`src/rtl/tw_pkg.sv`:
```
package tw_pkg;

    localparam int PRESC_BITS   = 10;
    localparam int ICNT_BITS    = 8;
    localparam int WCNT_BITS    = 6;
    localparam int TSEL_BITS    = 3;
    localparam int TAP_LOW      = 2;
    localparam int REG_BITS     = 8;

    typedef enum logic [1:0] {
        LOC_CTRL = 2'd0,
        LOC_ICNT = 2'd1,
        LOC_WCFG = 2'd2,
        LOC_WCNT = 2'd3
    } loc_e;

    typedef struct packed {
        logic irq;
        logic rst;
    } wd_evt_t;

    function automatic logic [REG_BITS-1:0] zext_cnt(input logic [REG_BITS-1:0] v);
        return v;
    endfunction

endpackage

```
`src/rtl/tw_prescaler.sv`:
```
module tw_prescaler #(
    parameter int PRESC_W  = tw_pkg::PRESC_BITS,
    parameter int SEL_W    = tw_pkg::TSEL_BITS,
    parameter int TAP_BASE = tw_pkg::TAP_LOW
) (
    input  logic             clk,
    input  logic             rst,
    input  logic             clr_i,
    input  logic [SEL_W-1:0] sel_i,
    output logic             tick_o
);
    localparam int NTAP = 1 << SEL_W;

    logic [PRESC_W-1:0] div_q;
    logic [NTAP-1:0]    tap_hit;

    always_ff @(posedge clk) begin
        if (rst || clr_i) div_q <= '0;
        else              div_q <= div_q + 1'b1;
    end

    // carry out of tap bit: all bits up to and including the tap are ones
    for (genvar g = 0; g < NTAP; g++) begin : g_tap
        assign tap_hit[g] = &div_q[TAP_BASE+g:0];
    end

    assign tick_o = tap_hit[sel_i];

    AST_TICK_LOW_ZERO: assert property (@(posedge clk) disable iff (rst)
        (tick_o && !clr_i) |=> (div_q[TAP_BASE:0] == '0));

endmodule

```
`src/rtl/tw_interval.sv`:
```
module tw_interval #(
    parameter int CNT_W = tw_pkg::ICNT_BITS
) (
    input  logic             clk,
    input  logic             rst,
    input  logic             clr_i,
    input  logic             tick_i,
    output logic [CNT_W-1:0] cnt_o,
    output logic             ovf_o,
    output logic             irq_o
);
    localparam logic [CNT_W-1:0] TOP = '1;

    logic [CNT_W-1:0] cnt_q;
    logic             irq_q;

    assign ovf_o = tick_i && !clr_i && (cnt_q == TOP);

    always_ff @(posedge clk) begin
        if (rst || clr_i) begin
            cnt_q <= '0;
            irq_q <= 1'b0;
        end else begin
            irq_q <= ovf_o;
            if (tick_i) cnt_q <= cnt_q + 1'b1;
        end
    end

    assign cnt_o = cnt_q;
    assign irq_o = irq_q;

    AST_IRQ_AT_ZERO: assert property (@(posedge clk) disable iff (rst)
        irq_o |-> (cnt_q == '0));
    AST_ICNT_HOLD: assert property (@(posedge clk) disable iff (rst)
        (!tick_i && !clr_i) |=> $stable(cnt_q));
    AST_ICNT_CLEAR: assert property (@(posedge clk) disable iff (rst)
        clr_i |=> (cnt_q == '0 && !irq_o));

endmodule

```
`src/rtl/tw_watchdog.sv`:
```
module tw_watchdog #(
    parameter int CNT_W = tw_pkg::WCNT_BITS
) (
    input  logic             clk,
    input  logic             rst,
    input  logic             ovf_i,
    input  logic             kick_i,
    input  logic             mode_i,
    input  logic [CNT_W-1:0] limit_i,
    output logic [CNT_W-1:0] cnt_o,
    output tw_pkg::wd_evt_t  evt_o
);
    import tw_pkg::*;

    logic [CNT_W-1:0] cnt_q;
    logic [CNT_W-1:0] cnt_nxt;
    logic             hit;
    wd_evt_t          evt_q;

    // limit 0 is reached on wrap-around, giving the full 2^CNT_W period
    assign cnt_nxt = cnt_q + 1'b1;
    assign hit     = ovf_i && (cnt_nxt == limit_i);

    always_ff @(posedge clk) begin
        if (rst || kick_i) begin
            cnt_q <= '0;
            evt_q <= '0;
        end else begin
            evt_q.irq <= hit && !mode_i;
            evt_q.rst <= hit && mode_i;
            if (ovf_i) cnt_q <= hit ? '0 : cnt_nxt;
        end
    end

    assign cnt_o = cnt_q;
    assign evt_o = evt_q;

    AST_WD_KICK: assert property (@(posedge clk) disable iff (rst)
        kick_i |=> (cnt_q == '0 && !evt_q.irq && !evt_q.rst));
    AST_WD_HOLD: assert property (@(posedge clk) disable iff (rst)
        (!ovf_i && !kick_i) |=> $stable(cnt_q));
    AST_WD_ONE_EVT: assert property (@(posedge clk) disable iff (rst)
        !(evt_q.irq && evt_q.rst));
    AST_WD_RST_MODE: assert property (@(posedge clk) disable iff (rst)
        evt_q.rst |-> $past(mode_i));
    AST_WD_IRQ_MODE: assert property (@(posedge clk) disable iff (rst)
        evt_q.irq |-> !$past(mode_i));
    AST_WD_FIRE_CLEARS: assert property (@(posedge clk) disable iff (rst)
        (evt_q.irq || evt_q.rst) |-> (cnt_q == '0));

endmodule

```
`src/rtl/tick_watchdog.sv`:
```
module tick_watchdog #(
    parameter int PRESC_W  = tw_pkg::PRESC_BITS,
    parameter int ICNT_W   = tw_pkg::ICNT_BITS,
    parameter int WCNT_W   = tw_pkg::WCNT_BITS,
    parameter int SEL_W    = tw_pkg::TSEL_BITS,
    parameter int TAP_BASE = tw_pkg::TAP_LOW,
    parameter int DATA_W   = tw_pkg::REG_BITS
) (
    input  logic              clk,
    input  logic              rst,
    input  logic              wr_en,
    input  logic [1:0]        addr,
    input  logic [DATA_W-1:0] wr_data,
    output logic [DATA_W-1:0] rd_data,
    output logic              bit_irq,
    output logic              wdt_irq,
    output logic              rst_req
);
    import tw_pkg::*;

    localparam int                 CLR_POS   = SEL_W;
    localparam int                 MODE_POS  = WCNT_W;
    localparam logic [SEL_W-1:0]   SEL_RESET = '1;
    localparam logic [WCNT_W-1:0]  LIM_RESET = '1;

    logic [SEL_W-1:0]  sel_q;
    logic              mode_q;
    logic [WCNT_W-1:0] limit_q;
    logic              clr_stb;
    logic              kick_stb;
    logic              tick;
    logic              ovf;
    logic [ICNT_W-1:0] icnt;
    logic [WCNT_W-1:0] wcnt;
    wd_evt_t           evt;
    loc_e              loc;

    assign loc      = loc_e'(addr);
    assign clr_stb  = wr_en && (loc == LOC_CTRL) && wr_data[CLR_POS];
    assign kick_stb = wr_en && (loc == LOC_WCFG);

    always_ff @(posedge clk) begin
        if (rst) begin
            sel_q   <= SEL_RESET;
            mode_q  <= 1'b0;
            limit_q <= LIM_RESET;
        end else if (wr_en) begin
            if (loc == LOC_CTRL) sel_q <= wr_data[SEL_W-1:0];
            if (loc == LOC_WCFG) begin
                mode_q  <= wr_data[MODE_POS];
                limit_q <= wr_data[WCNT_W-1:0];
            end
        end
    end

    tw_prescaler #(.PRESC_W(PRESC_W), .SEL_W(SEL_W), .TAP_BASE(TAP_BASE)) u_presc (
        .clk(clk), .rst(rst), .clr_i(clr_stb), .sel_i(sel_q), .tick_o(tick)
    );

    tw_interval #(.CNT_W(ICNT_W)) u_ivl (
        .clk(clk), .rst(rst), .clr_i(clr_stb), .tick_i(tick),
        .cnt_o(icnt), .ovf_o(ovf), .irq_o(bit_irq)
    );

    tw_watchdog #(.CNT_W(WCNT_W)) u_wd (
        .clk(clk), .rst(rst), .ovf_i(ovf), .kick_i(kick_stb),
        .mode_i(mode_q), .limit_i(limit_q), .cnt_o(wcnt), .evt_o(evt)
    );

    assign wdt_irq = evt.irq;
    assign rst_req = evt.rst;

    always_comb begin
        rd_data = '0;
        unique case (loc)
            LOC_CTRL: rd_data[SEL_W-1:0] = sel_q;
            LOC_ICNT: rd_data[ICNT_W-1:0] = icnt;
            LOC_WCFG: begin
                rd_data[WCNT_W-1:0] = limit_q;
                rd_data[MODE_POS]   = mode_q;
            end
            LOC_WCNT: rd_data[WCNT_W-1:0] = wcnt;
            default:  rd_data = '0;
        endcase
    end

    AST_CFG_STABLE: assert property (@(posedge clk) disable iff (rst)
        !kick_stb |=> $stable({mode_q, limit_q}));
    AST_EXCL_OUT: assert property (@(posedge clk) disable iff (rst)
        !(wdt_irq && rst_req));

endmodule

```
`config.mk`:
```
export PLATFORM = sky130hd
export DESIGN_NAME = tick_watchdog
export DESIGN_NICKNAME = d
export VERILOG_FILES = /design/src/rtl/tw_pkg.sv /design/src/rtl/tw_prescaler.sv /design/src/rtl/tw_interval.sv /design/src/rtl/tw_watchdog.sv /design/src/rtl/tick_watchdog.sv
export SDC_FILE = /design/constraint.sdc
export NUM_CORES = 1
export LEC_CHECK = 0
export ABC_CLOCK_PERIOD_IN_PS = 4230
export CAP_MARGIN = 20
export CELL_PAD_IN_SITES_DETAIL_PLACEMENT = 1
export CELL_PAD_IN_SITES_GLOBAL_PLACEMENT = 2
export CORE_UTILIZATION = 32
export CTS_CLUSTER_SIZE = 16
export DETAILED_ROUTE_END_ITERATION = 10
export PLACE_DENSITY = 0.73
export SLEW_MARGIN = 30
export SYNTH_ARGS = -nofsm -noshare
export SYNTH_HDL_FRONTEND = slang
export SYNTH_HIERARCHICAL = 1
export SYNTH_SLANG_ARGS = --single-unit
```
`constraint.sdc`:
```
create_clock -name clk -period 4.23 [get_ports clk]
set_input_delay 0.6345 -clock clk [delete_from_list [all_inputs] [get_ports clk]]
set_output_delay 0.6345 -clock clk [all_outputs]
set_load 0.02 [all_outputs]
```
==> results of run 1 <==
stage by stage:
stage	cells	hold slack [ns]	power, W	instance area [µm²]
after floorplan	222	0.429	0.000416	2040
after global placement	312	0.443	0.000448	2310
after detailed placement	312	0.449	0.000449	2310
after CTS	320	0.468	0.000693	2400
after global routing	320	0.478	0.000716	2400
final	320	0.460	0.000684	2400
final timing paths:
kind | endpoint | cells after the start | from
setup / recovery | u_wd/cnt_o[4]$_SDFFE_PP0P_ | 14 | u_presc/div_q[0]$_SDFF_PP0_
hold / removal | u_presc/div_q[0]$_SDFF_PP0_ | 1 | u_presc/div_q[0]$_SDFF_PP0_
setup reg to reg | u_wd/cnt_o[4]$_SDFFE_PP0P_ | 14 | u_presc/div_q[0]$_SDFF_PP0_
hold reg to reg | u_presc/div_q[0]$_SDFF_PP0_ | 1 | u_presc/div_q[0]$_SDFF_PP0_
Yosys cell counts (2+ instances only):
cell       n
a21oi_1   11
dfxtp_1   37
xnor2_1    7
and3_2     2
nand4_1    3
o22ai_1    3
a211oi_1   2
or2_2      2
inv_1      9
and3_1    12
mux2i_1    5
buf_1      2
nand3_1    6
and4_1     2
or2b_1     3
xor2_1     8
o21ai_0    6
and2_1     6
nor3b_1    2
nor2_1    18
nand2_1    8
ha_1      11
or3_1      5
a211o_1   10
nand3_2    2
buf_6      2
clkbuf_1   4
a222oi_1   6
nand2b_1   3
nor4_1     2
flip-flops by register name, summed over array words and instances (netlist names):
signal	cells
mode_q	1
u_ivl/cnt_o	8
sel_q	3
u_wd/evt_o	2
u_ivl/irq_o	1
u_wd/cnt_o	6
u_presc/div_q	10
limit_q	6
layer usage:
| metal | up-vias | global-route usage |
|---|---|---|
| met3 | 5 | 0.0333 |
| met5 | - | 0 |
| met1 | 813 | 0.210 |
| li1 | 844 | - |
| met4 | 0 | 0.0474 |
| met2 | 21 | 0.286 |
critical path: stages, from the launching register on:
cell	delay, ns
dfxtp_1	0.37
ha_1	0.20
and4_1	0.26
and4_1	0.21
ha_1	0.13
and4_2	0.22
a211o_1	0.23
nand3_1	0.15
or3_1	0.41
nor2_1	0.10
buf_4	0.18
and3_1	0.18
o2111ai_2	0.27
o22ai_1	0.26
a21oi_1	0.09
kinds of logic after synthesis:
family,count (synthesis)
AO/OA/AOI/OAI,46
flip-flops,37
XOR/XNOR,16
multiplexers,5
adder cells (fa/ha/maj),11
buffers and inverters,19
AND/OR/NAND/NOR,88
area by class of cell:
class	count	area, µm²	share of cell area
Timing Repair Buffer	24	235	0.0982
Multi-Input combinational cell	166	1210	0.503
Clock inverter	2	10.0	0.00418
Inverter	10	37.5	0.0157
Clock buffer	6	72.6	0.0303
Sequential cell	37	741	0.309
Tap cell	75	93.8	0.0392
power by group through the flow:
stage / combinational (W) / sequential [W] / clock (W)
6_report: 0.0000744 / 0.000365 / 0.000244
3_3_place_gp: 0.0000750 / 0.000373 / 0
3_5_place_dp: 0.0000750 / 0.000374 / 0
5_1_grt: 0.0000817 / 0.000366 / 0.000268
4_1_cts: 0.0000758 / 0.000365 / 0.000252
2_1_floorplan: 0.0000465 / 0.000370 / 0
==> results.py, run 1 <==
metrics = {
    "run_status": {
        "outcome": "complete, no violations",
    },
    "clocking": {
        "clkTransAtPathRegs_ns": 0.08,
        "cts_tree": "done",
        "cts_sinks": 37,
        "cts_buffers": 5,
        "htree_num_levels": 2,
        "cts_hold_buffers": 0,
        "clockBufferDepth": 2,
        "clockRootBuffer": "clkbuf_8",
        "postCtsResizedCells": 0,
        "post-cts-setup-buffer-count": 0,
        "clock_latency_ns": 0.29,
    },
    "timing": {
        "maxSlewHeadroom": 0.660,
        "rsz0062_at_grt": "no",
        "max_freq_ghz": 0.297,
        "fin_crit_sh": 0.795,
        "fin_skew_ns": 0.00850,
        "setup_viol": 0,
        "finalHoldViolCount": 0,
        "drv_slew": 0,
        "finalSetupTns_ns": 0,
        "setup_ws_ns": 0.868,
        "worst_slew_pin_slew_ns": 0.508,
        "min_period_ns": 3.36,
    },
    "critical_path": {
        "worst_setup_path_end_kind": "register",
        "path_class": "register to register",
        "worstPathRequired_ns": 4.41,
        "cp_max_fo": 13,
        "cp-start-kind": "register",
        "worst-endpoint-arrival_ns": 3.54,
        "r2r_slack_ns": 0.87,
    },
    "synth": {
        "yosys.area_share.adder": 0.0676,
        "muxShareOfSynthArea": 0.0246,
        "synth_top_area_share": 0.364,
        "synth-seq-area-share": 0.364,
        "synth.area.top_cells": "dfxtp_1, ha_1, a211o_1, and3_1, xor2_1",
        "synth_compound_area_frac": 0.168,
        "synth_edf_count": 0,
        "synth_ff_type": "dfxtp_1",
        "ys_ff_latch": 37,
        "yosys.area_share.xor_xnor": 0.0725,
        "synth_top_area_cell": "dfxtp_1",
        "ys_warn_count": 6,
        "postSynthAreaPerCell_um2": 9.18,
        "ys_async_sr_fraction": 0,
        "syn_nets": 246,
        "synthSimpleGateAreaFrac": 0.259,
        "synth_top_family_by_area": "simple AND/OR/NAND/NOR gates",
        "netlist_area_mm2": 0.00204,
        "syn_inst": 222,
        "synth_cell_types": 53,
    },
    "route": {
        "routedWlPerCell_um": 15.6,
        "drt-met1-wl_um": 2420,
        "ant_nets": 0,
        "drt-pass1-iter-count": 4,
        "top_layer": "met4",
        "drc_errors": 0,
        "wl_met3_um": 129,
        "detailroute.wirelength.met2_um": 2380,
        "via_per_inst": 5.26,
        "vias": 1683,
        "drt_wl_total_um": 4980,
        "first_iter_violations": 88,
    },
    "placed_design": {
        "gp_congestion": 0.721,
        "io_buffers": 22,
        "dp_hpwl_um": 3680,
        "dp_worst_setup_slack_ns": 0.876,
    },
    "grt": {
        "grt_usage": 0.167,
        "grt_pass1_wl_um": 8370,
        "antenna_found_initial": 0,
        "grt_pass1_vias": 1692,
        "grt_max_degree": 15,
        "overflow": 0,
    },
    "job": {
        "cap_viol_max_count": 0,
    },
    "pwr": {
        "power_density_mw_per_mm2": 285,
        "power.internal_w": 0.000507,
        "p_leak_nw": 0.966,
        "comb_power_share": 0.109,
        "p_switching_w": 0.000177,
        "seq_power_share": 0.534,
        "p_clk_frac": 0.357,
        "ir_drop_uv": 166,
        "swShare": 0.259,
    },
    "hold_path": {
        "min_path_type": "register to register",
    },
    "layout": {
        "fillers": 697,
        "diodes": 0,
        "utilization": 0.398,
        "area_delta_synth_final_pct": 17.6,
        "final_common_cell": "dfxtp_1",
        "layout_common_cells": "dfxtp_1, clkdlybuf4s50_1, nor2_1",
        "drive_above_1_share": 0.102,
        "fin_nets": 268,
    },
    "floorplan": {
        "die_h_um": 81.8,
        "io_pins": 24,
        "initial_core_util": 0.338,
        "die_w_um": 81.8,
        "core_mm2": 0.00603,
        "num_rows": 28,
        "dieArea_mm2": 0.00669,
    },
}
Power figures use the tool's default switching activity.
==> run 2, diff against run 1 <==
ABC_CLOCK_PERIOD_IN_PS = 3200   (was 4230)
clock period = 3.2 ns   (was 4.23 ns; I/O delays follow)
==> run 2 against run 1 <==
Non-clock buffer count rose by 3; die area did not move; design area rose by 2.5%; largest power group unchanged; first-iteration DRC count fell by 15%.
==> results.py, run 2 (synthesis gave the netlist of run 1 again) <==
metrics = {
    "layout": {
        "multi_input_area_mm2": 0.00122,
        "stdcell_count": 323,
        "final_common_cell": "dfxtp_1",
        "register_area_um2": 741,
        "layout_common_cells": "dfxtp_1, clkdlybuf4s50_1, nor2_1",
        "drive_above_1_share": 0.125,
        "utilization": 0.408,
        "area_delta_synth_final_pct": 20.6,
        "largest_reg_flops": 10,
        "top_register": "u_presc/div_q",
        "diodes": 0,
        "fin_nets": 271,
        "fillers": 700,
    },
    "clocking": {
        "cts_hold_buffers": 0,
        "clock_latency_ns": 0.29,
        "cts_buffers": 5,
        "htree_num_levels": 2,
        "clockRootBuffer": "clkbuf_8",
        "cts_sinks": 37,
        "clockBufferDepth": 2,
        "postCtsResizedCells": 0,
        "clkTransAtPathRegs_ns": 0.08,
        "cts_tree": "done",
        "post-cts-setup-buffer-count": 0,
    },
    "run_status": {
        "outcome": "complete, no violations",
    },
    "route": {
        "via_per_inst": 5.33,
        "routedWlPerCell_um": 15.9,
        "first_iter_violations": 75,
        "ant_nets": 0,
        "drc_errors": 0,
        "vias": 1721,
        "drt-pass1-iter-count": 5,
        "drt_wl_total_um": 5140,
    },
    "critical_path": {
        "worst_setup_path_end_kind": "register",
        "worst-endpoint-arrival_ns": 3.25,
        "path_cells": "ha_1, and4_1, and4_1, ha_1, and4_2, a211o_1, nand3_1, or3_1, nor2_2, buf_4, or3b_1, o2bb2ai_1, a21oi_1",
        "path_class": "register to register",
        "cp-start-kind": "register",
        "crit_slowest_cell": "or3_1",
        "slowest_delay_ns": 0.43,
        "worstPathRequired_ns": 3.43,
        "r2r_slack_ns": 0.18,
        "cp_max_fo": 12,
    },
    "timing": {
        "setup_ws_ns": 0.179,
        "finalSetupTns_ns": 0,
        "min_period_ns": 3.02,
        "drv_slew": 0,
        "max_freq_ghz": 0.331,
        "worst_slew_pin_slew_ns": 0.504,
        "finalHoldViolCount": 0,
        "maxSlewHeadroom": 0.663,
        "rsz0062_at_grt": "no",
        "fin_skew_ns": 0.00423,
        "setup_viol": 0,
        "fin_crit_sh": 0.944,
    },
    "floorplan": {
        "num_rows": 28,
        "io_pins": 24,
        "initial_core_util": 0.338,
        "die_w_um": 81.8,
        "core_mm2": 0.00603,
        "dieArea_mm2": 0.00669,
        "die_h_um": 81.8,
    },
    "hold_path": {
        "min_path_type": "register to register",
    },
    "placed_design": {
        "dp_hpwl_um": 3700,
        "dp_worst_setup_slack_ns": 0.162,
        "placed_cells": 315,
        "io_buffers": 22,
        "gp_congestion": 0.719,
    },
    "grt": {
        "overflow": 0,
        "antenna_found_initial": 0,
        "grt_max_degree": 15,
        "grt_pass1_vias": 1683,
        "grt_usage": 0.164,
        "grt_pass1_wl_um": 8240,
    },
    "pwr": {
        "ir_drop_uv": 178,
        "p_total_w": 0.000952,
        "power_density_mw_per_mm2": 388,
        "p_leak_nw": 0.990,
    },
    "job": {
        "cap_viol_max_count": 0,
    },
}
==> run 2: critical path, delay by kind of cell (launching register included) <==
kind                     cells  cell delay [ns]
AND/OR/NAND/NOR              7             1.67
AO/OA/AOI/OAI                3             0.39
adder cells (fa/ha/maj)      2             0.36
buffers and inverters        1             0.18
flip-flops                   1             0.37
==> run 2: power by group <==
group | internal, W | leakage, nW | switching (W) | total (W)
sequential | 0.000470 | 0.300 | 0.0000124 | 0.000482
clock | 0.000195 | 0.0542 | 0.000174 | 0.000369
combinational | 0.0000495 | 0.636 | 0.0000514 | 0.000101
==> run 2: path summary, 6_finish.rpt <==
path / start / end / depth (start not counted)
setup reg to reg: u_presc/div_q[0]$_SDFF_PP0_ / u_wd/cnt_o[5]$_SDFFE_PP0P_ / 13
hold / removal: u_presc/div_q[0]$_SDFF_PP0_ / u_presc/div_q[0]$_SDFF_PP0_ / 1
hold reg to reg: u_presc/div_q[0]$_SDFF_PP0_ / u_presc/div_q[0]$_SDFF_PP0_ / 1
setup / recovery: u_presc/div_q[0]$_SDFF_PP0_ / u_wd/cnt_o[5]$_SDFFE_PP0P_ / 13
==> run 2: through the flow <==
stage | cell area [µm²] | hold slack, ns
3_3_place_gp | 2340 | 0.445
4_1_cts | 2440 | 0.477
5_1_grt | 2460 | 0.488
3_5_place_dp | 2340 | 0.460
2_1_floorplan | 2040 | 0.429
6_report | 2460 | 0.472
==> run 2: cell type report <==
cell class              instances  area share
clock inverters                 1     0.00204
clock buffers                   7      0.0392
inverters                      10      0.0153
multi-input cells             166       0.499
repair buffers                 27       0.105
flip-flops and latches         37       0.302
well taps                      75      0.0382
==> run 2: routing by layer <==
| metal | GRT usage | wire (µm) | vias to the layer above |
|---|---|---|---|
| li1 | - | - | 853 |
| met1 | 0.209 | 2430 | 850 |
| met2 | 0.277 | 2530 | 14 |
| met3 | 0.0356 | 137 | 4 |
| met4 | 0.0474 | 43 | 0 |
| met5 | 0 | 0 | - |
==> run 3, diff against run 2 <==
ABC_CLOCK_PERIOD_IN_PS = 3050   (was 3200)
clock period = 3.05 ns   (was 3.2 ns; I/O delays follow)
==> run 3 against run 2 <==
Sequential share of layout area down 0.36 points; critical path type is now primary input to primary output; worst hold slack better by 0.031 ns; register-to-register slack better by 0.02 ns; via count up 0.35%; clock skew up 0.0027 ns; non-clock buffer count up 4; critical path depth down 7; combinational power up 7%.
==> results.py, run 3 (synthesis gave the netlist of run 1 again) <==
metrics = {
    "route": {
        "first_iter_violations": 63,
        "drt-pass1-iter-count": 4,
        "routedWlPerCell_um": 15.5,
        "ant_nets": 0,
        "drc_errors": 0,
        "vias": 1727,
        "drt_wl_total_um": 5060,
        "via_per_inst": 5.28,
    },
    "grt": {
        "busiest_layer": "met2",
        "met2_usage": 0.281,
        "grt_pass1_wl_um": 8140,
        "antenna_found_initial": 0,
        "gr-usage-met1": 0.204,
        "grt_pass1_vias": 1680,
        "grt_use_met3": 0.0367,
        "grt_max_degree": 15,
        "overflow": 0,
        "grt_usage": 0.161,
    },
    "pwr": {
        "p_total_w": 0.000952,
        "ir_drop_uv": 255,
        "power_density_mw_per_mm2": 383,
        "p_leak_nw": 1.01,
    },
    "layout": {
        "largest_reg_flops": 10,
        "fillers": 708,
        "layout_common_cells": "dfxtp_1, clkdlybuf4s50_1, nor2_1",
        "top_register": "u_presc/div_q",
        "area_delta_synth_final_pct": 22.1,
        "final_common_cell": "dfxtp_1",
        "final_area_mm2": 0.00249,
        "utilization": 0.413,
        "fin_nets": 275,
        "drive_above_1_share": 0.143,
        "diodes": 0,
    },
    "timing": {
        "fin_skew_ns": 0.00690,
        "finalSetupTns_ns": 0,
        "maxSlewHeadroom": 0.655,
        "max_freq_ghz": 0.343,
        "rsz0062_at_grt": "no",
        "drv_slew": 0,
        "worst_slew_pin_slew_ns": 0.515,
        "timing.hold.ws_ns": 0.503,
        "min_period_ns": 2.91,
        "finalHoldViolCount": 0,
        "fin_crit_sh": 0.956,
        "setup_viol": 0,
    },
    "clocking": {
        "cts_tree": "done",
        "clock_latency_ns": 0.29,
        "cts_buffers": 5,
        "clkTransAtPathRegs_ns": 0.07,
        "clockBufferDepth": 2,
        "cts_sinks": 37,
        "htree_num_levels": 2,
        "clockRootBuffer": "clkbuf_8",
    },
    "hold_path": {
        "holdPathEnd": "u_ivl/cnt_o[7]$_SDFFE_PP0P_",
        "hp-start": "u_ivl/cnt_o[7]$_SDFFE_PP0P_",
        "min_path_type": "register to register",
        "hold_depth": 2,
    },
    "critical_path": {
        "worst-endpoint-arrival_ns": 2.46,
        "path_class": "primary input to primary output",
        "path_delay_family": "buffers and inverters",
        "slowest_delay_ns": 0.56,
        "critPathBufInv": 3,
        "reg2reg_depth": 13,
        "worstPathRequired_ns": 2.59,
        "path_cells": "clkdlybuf4s50_1, inv_1, ha_1, a222oi_1, mux2i_1, clkdlybuf4s50_1",
        "timing.critical_path.mode_cell": "clkdlybuf4s50_1",
        "crit_slowest_cell": "clkdlybuf4s50_1",
        "rr_startpoint": "u_presc/div_q[1]$_SDFF_PP0_",
        "cp-start-kind": "primary input",
        "cp_max_fo": 8,
        "reg2reg_to": "u_wd/cnt_o[1]$_SDFFE_PP0P_",
        "r2r_slack_ns": 0.20,
        "worst_setup_path_end_kind": "primary output",
    },
    "placed_design": {
        "dp_hpwl_um": 3710,
        "io_buffers": 22,
        "gp_congestion": 0.774,
        "dpl_cell_area_mm2": 0.00234,
    },
    "floorplan": {
        "die_w_um": 81.8,
        "die_h_um": 81.8,
        "io_pins": 24,
        "dieArea_mm2": 0.00669,
        "initial_core_util": 0.338,
        "num_rows": 28,
        "core_mm2": 0.00603,
    },
    "job": {
        "cap_viol_max_count": 0,
    },
    "run_status": {
        "outcome": "complete, no violations",
    },
}
==> run 3: cell count changes in the layout (fill, tap and decap cells not counted), sizes merged <==
cell	delta
buf	+4
dlymetal6s2s	+1
clkbuf	-1
clkinv	+1
clkdlybuf4s50	-1
==> run 3: cell type report <==
cell class / instances / area [µm²] / area share
multi-input combinational: 166 / 1240 / 0.498
sequential: 37 / 741 / 0.298
timing repair buffer: 31 / 294 / 0.118
tap: 75 / 93.8 / 0.0377
clock buffer: 6 / 72.6 / 0.0292
inverter: 10 / 37.5 / 0.0151
clock inverter: 2 / 10.0 / 0.00403
==> run 3: how the worst max path moves through the flow <==
stage	from	end	depth (start not counted)
floorplan	u_presc/div_q[0]$_SDFF_PP0_	u_wd/cnt_o[1]$_SDFFE_PP0P_	14
global placement	u_presc/div_q[1]$_SDFF_PP0_	u_wd/cnt_o[3]$_SDFFE_PP0P_	13
detailed placement	addr[0]	rd_data[1]	6
CTS	u_presc/div_q[1]$_SDFF_PP0_	u_wd/cnt_o[5]$_SDFFE_PP0P_	13
global route	u_presc/div_q[1]$_SDFF_PP0_	u_wd/cnt_o[1]$_SDFFE_PP0P_	13
finish	addr[0]	rd_data[0]	6
==> run 3: power breakdown <==
part	total, W	internal (W)	switching [W]
Combinational	0.000108	0.0000530	0.0000545
Sequential	0.000506	0.000493	0.0000126
Clock	0.000339	0.000159	0.000180
Total	0.000952	0.000705	0.000247
==> run 3: timing repair <==
| item | 4_1_cts | 5_1_grt |
|---|---|---|
| gates resized for setup | 0 | 8 |
| hold buffers | 0 | 0 |
| endpoints found under the setup margin | 0 | 9 |
| hold endpoints to repair | 0 | 0 |
| buffers inserted | 0 | 3 |
==> run 3: worst reg2reg max path, cell delays in order, from the launching register on <==
cell and delay [ns]:
dfxtp_1 0.35, ha_2 0.19, and4_1 0.21, and4_1 0.21
ha_1 0.15, and4_2 0.21, a211o_1 0.12, nand3_1 0.11
or3_4 0.37, nor2_4 0.11, and3_4 0.20, o2111ai_4 0.20
o211ai_1 0.23, a21oi_1 0.09
==> run 3: per-stage QoR <==
stage / worst slack [ns] / cells
final: 0.136 / 327
after global routing: 0.00798 / 327
after CTS: 0.00853 / 324
after detailed placement: 0.0754 / 316
after global placement: 0.0893 / 316
after floorplan: 0.213 / 222
==> run 3: routing by layer <==
layer / wire (µm) / share of wire
met4: 0 / 0
met1: 2400 / 0.47
met3: 104 / 0.021
met5: 0 / 0
met2: 2550 / 0.50
